--- src/rtl/wdt_pkg.sv ---
package wdt_pkg;
  localparam int unsigned OFF_LOAD = 32'h00;
  localparam int unsigned OFF_CNT  = 32'h04;
  localparam int unsigned OFF_CTRL = 32'h08;
  localparam int unsigned OFF_ACK  = 32'h0C;
  localparam int unsigned OFF_STAT = 32'h10;
endpackage

--- src/rtl/wdt_regif.sv ---
module wdt_regif import wdt_pkg::*; #(
  parameter int unsigned     CNT_W    = 32,
  parameter int unsigned     ADDR_W   = 5,
  parameter bit              LOCK_EN  = 1'b0,
  parameter logic [CNT_W-1:0] LOAD_RST = '1
) (
  input  logic              clk_i,
  input  logic              rst_ni,
  input  logic              psel_i,
  input  logic              penable_i,
  input  logic              pwrite_i,
  input  logic [ADDR_W-1:0] paddr_i,
  input  logic [CNT_W-1:0]  pwdata_i,
  input  logic [CNT_W-1:0]  cnt_i,
  input  logic              raw_i,
  output logic [CNT_W-1:0]  prdata_o,
  output logic [CNT_W-1:0]  load_o,
  output logic              en_o,
  output logic              ld_we_o,
  output logic              ack_we_o,
  output logic              en_rise_o
);
  logic wr_acc;
  logic sel_load, sel_cnt, sel_ctrl, sel_ack, sel_stat;
  logic ctrl_take;
  logic [CNT_W-1:0] load_q;
  logic en_q;

  assign wr_acc   = psel_i & penable_i & pwrite_i;
  assign sel_load = (paddr_i == ADDR_W'(OFF_LOAD));
  assign sel_cnt  = (paddr_i == ADDR_W'(OFF_CNT));
  assign sel_ctrl = (paddr_i == ADDR_W'(OFF_CTRL));
  assign sel_ack  = (paddr_i == ADDR_W'(OFF_ACK));
  assign sel_stat = (paddr_i == ADDR_W'(OFF_STAT));

  generate
    if (LOCK_EN) begin : g_lock
      assign ctrl_take = wr_acc & sel_ctrl & ~en_q;
    end else begin : g_free
      assign ctrl_take = wr_acc & sel_ctrl;
    end
  endgenerate

  assign ld_we_o   = wr_acc & sel_load;
  assign ack_we_o  = wr_acc & sel_ack;
  assign en_rise_o = ctrl_take & pwdata_i[0] & ~en_q;

  always_ff @(posedge clk_i or negedge rst_ni) begin
    if (!rst_ni) begin
      load_q <= LOAD_RST;
      en_q   <= 1'b0;
    end else begin
      if (ld_we_o)   load_q <= pwdata_i;
      if (ctrl_take) en_q   <= pwdata_i[0];
    end
  end

  always_comb begin
    prdata_o = '0;
    if (psel_i && !pwrite_i) begin
      if (sel_load)      prdata_o = load_q;
      else if (sel_cnt)  prdata_o = cnt_i;
      else if (sel_ctrl) prdata_o = CNT_W'(en_q);
      else if (sel_stat) prdata_o = CNT_W'(raw_i);
    end
  end

  assign load_o = load_q;
  assign en_o   = en_q;

  generate
    if (LOCK_EN) begin : g_lock_chk

      en_sticky_chk: assert property (@(posedge clk_i) disable iff (!rst_ni)
        en_q |=> en_q);
    end
  endgenerate


  load_wr_chk: assert property (@(posedge clk_i) disable iff (!rst_ni)
    ld_we_o |=> load_q == $past(pwdata_i));
endmodule

--- src/rtl/wdt_counter.sv ---
module wdt_counter #(
  parameter int unsigned      CNT_W    = 32,
  parameter logic [CNT_W-1:0] LOAD_RST = '1
) (
  input  logic             clk_i,
  input  logic             rst_ni,
  input  logic             tick_i,
  input  logic             en_i,
  input  logic             ld_we_i,
  input  logic             ack_we_i,
  input  logic             en_rise_i,
  input  logic [CNT_W-1:0] wdata_i,
  input  logic [CNT_W-1:0] load_i,
  output logic [CNT_W-1:0] cnt_o,
  output logic             raw_o
);
  logic [CNT_W-1:0] cnt_q;
  logic raw_q;
  logic step, expire;

  assign step   = en_i & tick_i;
  assign expire = step & (cnt_q == '0);

  always_ff @(posedge clk_i or negedge rst_ni) begin
    if (!rst_ni) begin
      cnt_q <= LOAD_RST;
      raw_q <= 1'b0;
    end else if (ld_we_i) begin
      cnt_q <= wdata_i;
    end else if (ack_we_i) begin
      cnt_q <= load_i;
      raw_q <= 1'b0;
    end else if (en_rise_i) begin
      cnt_q <= load_i;
    end else if (expire) begin
      cnt_q <= load_i;
      raw_q <= 1'b1;
    end else if (step) begin
      cnt_q <= cnt_q - 1'b1;
    end
  end

  assign cnt_o = cnt_q;
  assign raw_o = raw_q;


  hold_when_off_chk: assert property (@(posedge clk_i) disable iff (!rst_ni)
    (!en_i && !ld_we_i && !ack_we_i && !en_rise_i) |=> $stable(cnt_q));

  one_per_tick_chk: assert property (@(posedge clk_i) disable iff (!rst_ni)
    (en_i && tick_i && cnt_q != '0 && !ld_we_i && !ack_we_i) |=> cnt_q == $past(cnt_q) - 1'b1);

  rise_reload_chk: assert property (@(posedge clk_i) disable iff (!rst_ni)
    (en_rise_i && !ld_we_i) |=> cnt_q == $past(load_i));

  expire_chk: assert property (@(posedge clk_i) disable iff (!rst_ni)
    (en_i && tick_i && cnt_q == '0 && !ld_we_i && !ack_we_i) |=> raw_q && cnt_q == $past(load_i));

  no_early_raw_chk: assert property (@(posedge clk_i) disable iff (!rst_ni)
    (cnt_q != '0 && !ack_we_i) |=> raw_q == $past(raw_q));

  ack_clear_chk: assert property (@(posedge clk_i) disable iff (!rst_ni)
    (ack_we_i && !ld_we_i) |=> !raw_q && cnt_q == $past(load_i));
endmodule

--- src/rtl/wdt_apb.sv ---
module wdt_apb #(
  parameter int unsigned      CNT_W    = 32,
  parameter int unsigned      ADDR_W   = 5,
  parameter bit               LOCK_EN  = 1'b0,
  parameter logic [CNT_W-1:0] LOAD_RST = '1
) (
  input  logic              clk_i,
  input  logic              rst_ni,
  input  logic              psel_i,
  input  logic              penable_i,
  input  logic              pwrite_i,
  input  logic [ADDR_W-1:0] paddr_i,
  input  logic [CNT_W-1:0]  pwdata_i,
  output logic [CNT_W-1:0]  prdata_o,
  input  logic              tick_i,
  output logic              irq_o
);
  logic [CNT_W-1:0] cnt, load;
  logic raw, en, ld_we, ack_we, en_rise;

  wdt_regif #(.CNT_W(CNT_W), .ADDR_W(ADDR_W), .LOCK_EN(LOCK_EN), .LOAD_RST(LOAD_RST)) regif_i (
    .clk_i, .rst_ni, .psel_i, .penable_i, .pwrite_i, .paddr_i, .pwdata_i,
    .cnt_i(cnt), .raw_i(raw), .prdata_o,
    .load_o(load), .en_o(en), .ld_we_o(ld_we), .ack_we_o(ack_we), .en_rise_o(en_rise)
  );

  wdt_counter #(.CNT_W(CNT_W), .LOAD_RST(LOAD_RST)) cnt_i (
    .clk_i, .rst_ni, .tick_i, .en_i(en), .ld_we_i(ld_we), .ack_we_i(ack_we),
    .en_rise_i(en_rise), .wdata_i(pwdata_i), .load_i(load), .cnt_o(cnt), .raw_o(raw)
  );

  assign irq_o = raw & en;


  freeze_chk: assert property (@(posedge clk_i) disable iff (!rst_ni)
    (!en && !ld_we && !ack_we && !en_rise) |=> $stable(cnt) && $stable(raw));
endmodule

--- config.mk ---
export PLATFORM = sky130hd
export DESIGN_NAME = wdt_apb
export DESIGN_NICKNAME = d
export VERILOG_FILES = /design/src/rtl/wdt_pkg.sv /design/src/rtl/wdt_regif.sv /design/src/rtl/wdt_counter.sv /design/src/rtl/wdt_apb.sv
export SDC_FILE = /design/constraint.sdc
export NUM_CORES = 1
export LEC_CHECK = 0
export BUFFER_PORTS_ARGS = -buffer_cell sky130_fd_sc_hd__buf_2
export CAP_MARGIN = 25
export CORE_MARGIN = 4
export CORE_UTILIZATION = 55
export DETAILED_ROUTE_END_ITERATION = 7
export PLACE_DENSITY_LB_ADDON = 0.2
export SETUP_SLACK_MARGIN = 0.15
export SLEW_MARGIN = 15
export SYNTH_ARGS = -nofsm -noshare
export SYNTH_HDL_FRONTEND = slang
export SYNTH_SLANG_ARGS = --single-unit
export TNS_END_PERCENT = 10
--- constraint.sdc ---
create_clock -name clk_i -period 3.1 [get_ports clk_i]
set_input_delay 0.155 -clock clk_i [delete_from_list [all_inputs] [get_ports clk_i]]
set_output_delay 0.155 -clock clk_i [all_outputs]
set_load 0.005 [all_outputs]
==> results of run 1 <==
[path summary, 6_finish.rpt]
| path | from | end | slack (ns) | depth (start not counted) |
|---|---|---|---|---|
| max in group asynchronous | rst_ni | cnt_i.cnt_o[18] | 1.74 | 3 |
| max | cnt_i.cnt_o[0] | cnt_i.cnt_o[29] | 0.34 | 8 |
| min reg2reg | regif_i.load_o[20] | regif_i.load_o[20] | 0.47 | 2 |
| min | pwdata_i[17] | regif_i.load_o[17] | -0.00007 | 3 |
| min in group asynchronous | rst_ni | regif_i.en_o | 0.41 | 2 |
| max reg2reg | cnt_i.cnt_o[0] | cnt_i.cnt_o[29] | 0.34 | 8 |
[worst max-delay path, stage by stage, from the launching register on]
cell	delay [ns]
dfstp_2	0.41
inv_1	0.07
ha_1	0.25
or4b_4	0.54
nor3_4	0.36
nand4_4	0.19
o21ai_4	0.50
a221o_1	0.24
o22a_1	0.13
[cell families after synthesis]
group / share of synthesized area
AND/OR/NAND/NOR: 0.3221
buffers and inverters: 0.04756
AO/OA/AOI/OAI: 0.2140
XOR/XNOR: 0.01203
multiplexers: 0.004871
flip-flops: 0.3966
adder cells (fa/ha/maj): 0.002865
[power by group]
| group | switching [mW] | internal [mW] |
|---|---|---|
| Sequential | 0.142 | 1.02 |
| Clock | 0.362 | 0.451 |
| Combinational | 0.273 | 0.191 |
[metal layers]
metal  share of wire  routed length, um
met2            0.46               6174
met1            0.44               5900
met5               0                  0
met3           0.074                988
met4           0.021                281
[layout make-up]
| type | instances | area (um^2) | share of cell area |
|---|---|---|---|
| Clock buffer | 9 | 123.9 | 0.02424 |
| Timing Repair Buffer | 98 | 565.5 | 0.1106 |
| Sequential cell | 66 | 1732 | 0.3388 |
| Multi-Input combinational cell | 420 | 2439 | 0.4771 |
| Clock inverter | 7 | 93.84 | 0.01836 |
| Inverter | 8 | 30.03 | 0.005875 |
| Tap cell | 102 | 127.6 | 0.02497 |
[flip-flops by register name, summed over array words and instances (netlist names)]
signal and flops:
cnt_i.cnt_o 32, cnt_i.raw_o 1, regif_i.en_o 1, regif_i.load_o 32
[cells in the final DEF (no fill, tap or decap), drive strengths merged, types with 8 or more instances in the layout]
cell type,Yosys,layout
dfstp,64,64
nor3,20,20
a22oi,32,32
buf,13,91
clkbuf,25,9
inv,8,8
nor4,8,8
nand2,139,139
a21oi,12,12
o21ai,20,20
nand4,8,8
o211ai,8,8
nand3,22,22
nor2,59,59
[Yosys cell counts (5+ instances only)]
| library cell | instances |
|---|---|
| inv_1 | 8 |
| o21ai_1 | 9 |
| a22oi_1 | 32 |
| nand3_1 | 21 |
| or4_1 | 5 |
| nand4_1 | 7 |
| a21oi_1 | 12 |
| clkbuf_1 | 24 |
| nor2_1 | 59 |
| buf_2 | 9 |
| nand2_1 | 139 |
| nor3_1 | 16 |
| dfstp_2 | 64 |
| o41ai_1 | 6 |
| or3_1 | 7 |
| nor4_1 | 5 |
| o21ai_0 | 10 |
| o211ai_1 | 8 |
==> run metrics, run 1 <==
outcome complete, but fails checks; violated checks hold timing; post_cts resized 0; Synthesis Warnings 0; Seq/Total Area, Yosys 0.3966; Inst Count DP 687; n_diodes 0; Fmax 362.9 MHz; initial antenna violation count 0; # setup viols final 0; CP max FO 18; overall routing resource usage 0.2845; Die Width 97.11 um; clk buf depth 2; Pwr Total 2.445 mW; crit path kind reg2reg; Tcrit/Tclk final 0.8889; Startpoint Class flip-flop; Hold Path Class in2reg; vias in the first global route 4291; PwrDens 478.3 nW/um^2; via-per-instance ratio 6.300; Post-Route WL 13350 um; Synth top area share 0.3851; Design Area, Final 5111 um^2; final core utilization 0.6614; predominant post-synthesis flop cell dfstp_2; PortBufs 75; Final Hold Viols 1; area delta synth->final 17.05%; # IOs 76; Slew HR 0.4044; number of cell rows 32; clock root cell clkbuf_8; Synth area leaders dfstp_2, nand2_1, a22oi_1; DR vias 4473; Starting Density 0.5651; global-route wire length before repair 22140 um; DRC violations left 0; routing usage on met2 0.4384; Initial DRC Count 253; final cell count without fillers 710; dpl hpwl 9209 um; number of nets in the layout 647; Crit path required time 3.40 ns; dpl ws 0.3862 ns; Placed Area 4823 um^2; Post-synth EDFFs 0; Post-CTS Setup Bufs 0; FILL cells 651; flops & latches, synth 66; setup TNS 0 ns; RSZ-0062 raised after global routing no; core region area 7727 um^2; clk_skew 0.01301 ns; clk_lat worst skew 0.36 ns; Slew @ Worst Pin 0.8901 ns; CTS tree yes; M3 GR Usage 0.05456; Post-Syn Area per Cell 8.208 um^2; TritonCTS buffer count 9; GR Util met1 0.3959; die area 9429 um^2; largest net degree at the start of global routing 49; Pleak 2.160 nW; Critical Path Sink Type flip-flop; final worst-path setup slack 0.3444 ns; Async SR Flop Fraction 1.000; Syn Nets 576; TritonRoute pass-1 iters 5; Slew Limit Fails 0; WP data arrival 3.06 ns; Hold-fix buffers, CTS 7; Avg WL per Cell 18.80 um; total gr overflow 0; GP Congestion 0.9175; CTS clock-pin slew for the worst setup and hold paths 0.09 ns; WHS -0.00007178 ns; H-tree Lvls 3; leading area contributor after synthesis dfstp_2; clk sinks 66; Cell variety after synth 67; post-route minimum period 2.756 ns; Post-Syn Area 4367 um^2; Antenna Nets Post-Route 0; worst vdd ir 0.0003637 V; Die Span Y 97.11 um; share of cells above drive strength 1 0.3191; cells after synthesis 532; MaxCap Viol Count 0; busiest layer in global routing met2
Note: power is estimated with default switching activity, not from simulation.
==> inputs of run 2 (changes only) <==
--- a/config.mk
+++ b/config.mk
@@ -8,7 +8,7 @@
 export BUFFER_PORTS_ARGS = -buffer_cell sky130_fd_sc_hd__buf_2
 export CAP_MARGIN = 25
 export CORE_MARGIN = 4
-export CORE_UTILIZATION = 55
+export CORE_UTILIZATION = 52
 export DETAILED_ROUTE_END_ITERATION = 7
 export PLACE_DENSITY_LB_ADDON = 0.2
 export SETUP_SLACK_MARGIN = 0.15
==> run 2 against run 1 <==
Against the previous run: power about the same; clock skew down 0.0018 ns; cell count up 0.14%; cell area down 0.47%; critical endpoint unchanged; hold slack better by 0.0036 ns; sequential share of layout area up 0.16 points; the flow now finishes without violations; routed wire length up 0.17%; highest routed layer unchanged.
==> run metrics, run 2 (synthesis gave the netlist of run 1 again) <==
die area 9927 um^2; core region area 8175 um^2; largest net degree at the start of global routing 39; Antenna Nets Post-Route 0; clock root cell clkbuf_8; Seq. cell area 1732 um^2; total gr overflow 0; WP data arrival 3.09 ns; FILL cells 749; Post-Route WL 13370 um; Placed Area 4850 um^2; most common cell after layout, fill and taps aside nand2_1; FF-to-FF path depth 8; post_cts resized 0; GP Congestion 0.9510; Pleak 2.152 nW; Die Width 99.64 um; CTS clock-pin slew for the worst setup and hold paths 0.08 ns; initial antenna violation count 0; TritonRoute pass-1 iters 6; Slew @ Worst Pin 0.6203 ns; # setup viols final 0; Critical Path Sink Type flip-flop; Startpoint Class flip-flop; Tcrit/Tclk final 0.8973; Hold-fix buffers, CTS 2; H-tree Lvls 3; # IOs 76; PortBufs 75; Pwr Total 2.447 mW; n_diodes 0; overall routing resource usage 0.2786; Initial DRC Count 340; Slew Limit Fails 0; vias in the first global route 4351; Crit path required time 3.41 ns; clk_lat worst skew 0.36 ns; MaxCap Viol Count 0; critical path's slowest cell or4b_4; outcome finished, final reports clean; Critical R2R Launch cnt_i.cnt_o[0]; CTS tree yes; Avg WL per Cell 18.80 um; TritonCTS buffer count 9; Slew HR 0.5811; Multi-input gate area 2439 um^2; WHS Endpoint regif_i.load_o[14]; worst vdd ir 0.0002914 V; clk sinks 66; RSZ-0062 raised after global routing no; number of cell rows 33; Fmax 359.5 MHz; Starting Density 0.5341; CP max FO 18; reg-to-reg slack, setup 0.32 ns; Hold Path Class in2reg; crit path kind reg2reg; area delta synth->final 16.50%; Design Area, Final 5087 um^2; DRC violations left 0; via-per-instance ratio 6.184; Hold Startpoint pwdata_i[14]; CP Cell Sequence inv_1 -> ha_1 -> or4b_4 -> nor3_4 -> nand4_4 -> o21ai_4 -> a221o_1 -> o22a_1; number of nets in the layout 645; setup TNS 0 ns; Hold Crit Depth 3; PwrDens 481.0 nW/um^2; DR vias 4397; clk buf depth 2; dpl hpwl 9439 um; post-route minimum period 2.782 ns; Worst path max stage delay 0.54 ns; Die Span Y 99.64 um; global-route wire length before repair 22270 um; FF-to-FF End cnt_i.cnt_o[29]; clk_skew 0.01124 ns; share of cells above drive strength 1 0.3251; most frequent cells in the layout nand2_1, buf_2, dfstp_2, nor2_1, a22oi_1; Final Hold Viols 0; Post-CTS Setup Bufs 0
==> run 2: layout make-up <==
| type | count | area share |
|---|---|---|
| inverters | 8 | 0.005903 |
| clock inverters | 7 | 0.01845 |
| repair buffers | 96 | 0.1058 |
| clock buffers | 9 | 0.02435 |
| well taps | 105 | 0.02582 |
| multi-input cells | 420 | 0.4793 |
| flip-flops and latches | 66 | 0.3404 |
==> run 2: worst max-delay path by stage <==
stage	startpoint	end	depth (start not counted)
after global placement	cnt_i.cnt_o[0]	cnt_i.cnt_o[29]	8
after floorplan	cnt_i.cnt_o[0]	cnt_i.cnt_o[14]	9
after CTS	cnt_i.cnt_o[0]	cnt_i.cnt_o[29]	8
final	cnt_i.cnt_o[0]	cnt_i.cnt_o[29]	8
after detailed placement	cnt_i.cnt_o[0]	cnt_i.cnt_o[29]	8
after global routing	cnt_i.cnt_o[0]	cnt_i.cnt_o[29]	8
==> run 2: worst max-delay path, delay by kind of cell (launching register included) <==
kind                     cells  cell delay [ns]
AND/OR/NAND/NOR              3             1.10
AO/OA/AOI/OAI                3             0.90
buffers and inverters        1             0.06
flip-flops                   1             0.41
adder cells (fa/ha/maj)      1             0.25
==> run 2: power breakdown <==
| group | internal [mW] | switching [mW] |
|---|---|---|
| Sequential | 1.02 | 0.142 |
| Combinational | 0.198 | 0.269 |
| Clock | 0.451 | 0.363 |
| Total | 1.67 | 0.774 |
==> run 2: metal layers <==
metal	up-vias	share of wire	wire length (um)	GRT usage
met5	-	0	0	0
met3	18	0.062	831	0.04488
met4	0	0.015	199	0.09034
li1	2080	-	-	-
met1	2122	0.46	6171	0.3985
met2	177	0.46	6165	0.4323
==> run 2: metrics by stage <==
stage          std cells  hold WS (ns)  setup slack [ns]    util
6_report             711      0.003503            0.3182  0.6223
5_1_grt              711      0.006188            0.1610  0.6223
4_1_cts              711      0.002719            0.3293  0.6223
3_5_place_dp         693        0.1639            0.3509  0.5932
3_3_place_gp         693        0.1523            0.4534  0.5932
2_1_floorplan        532       -0.1406            0.7385       -
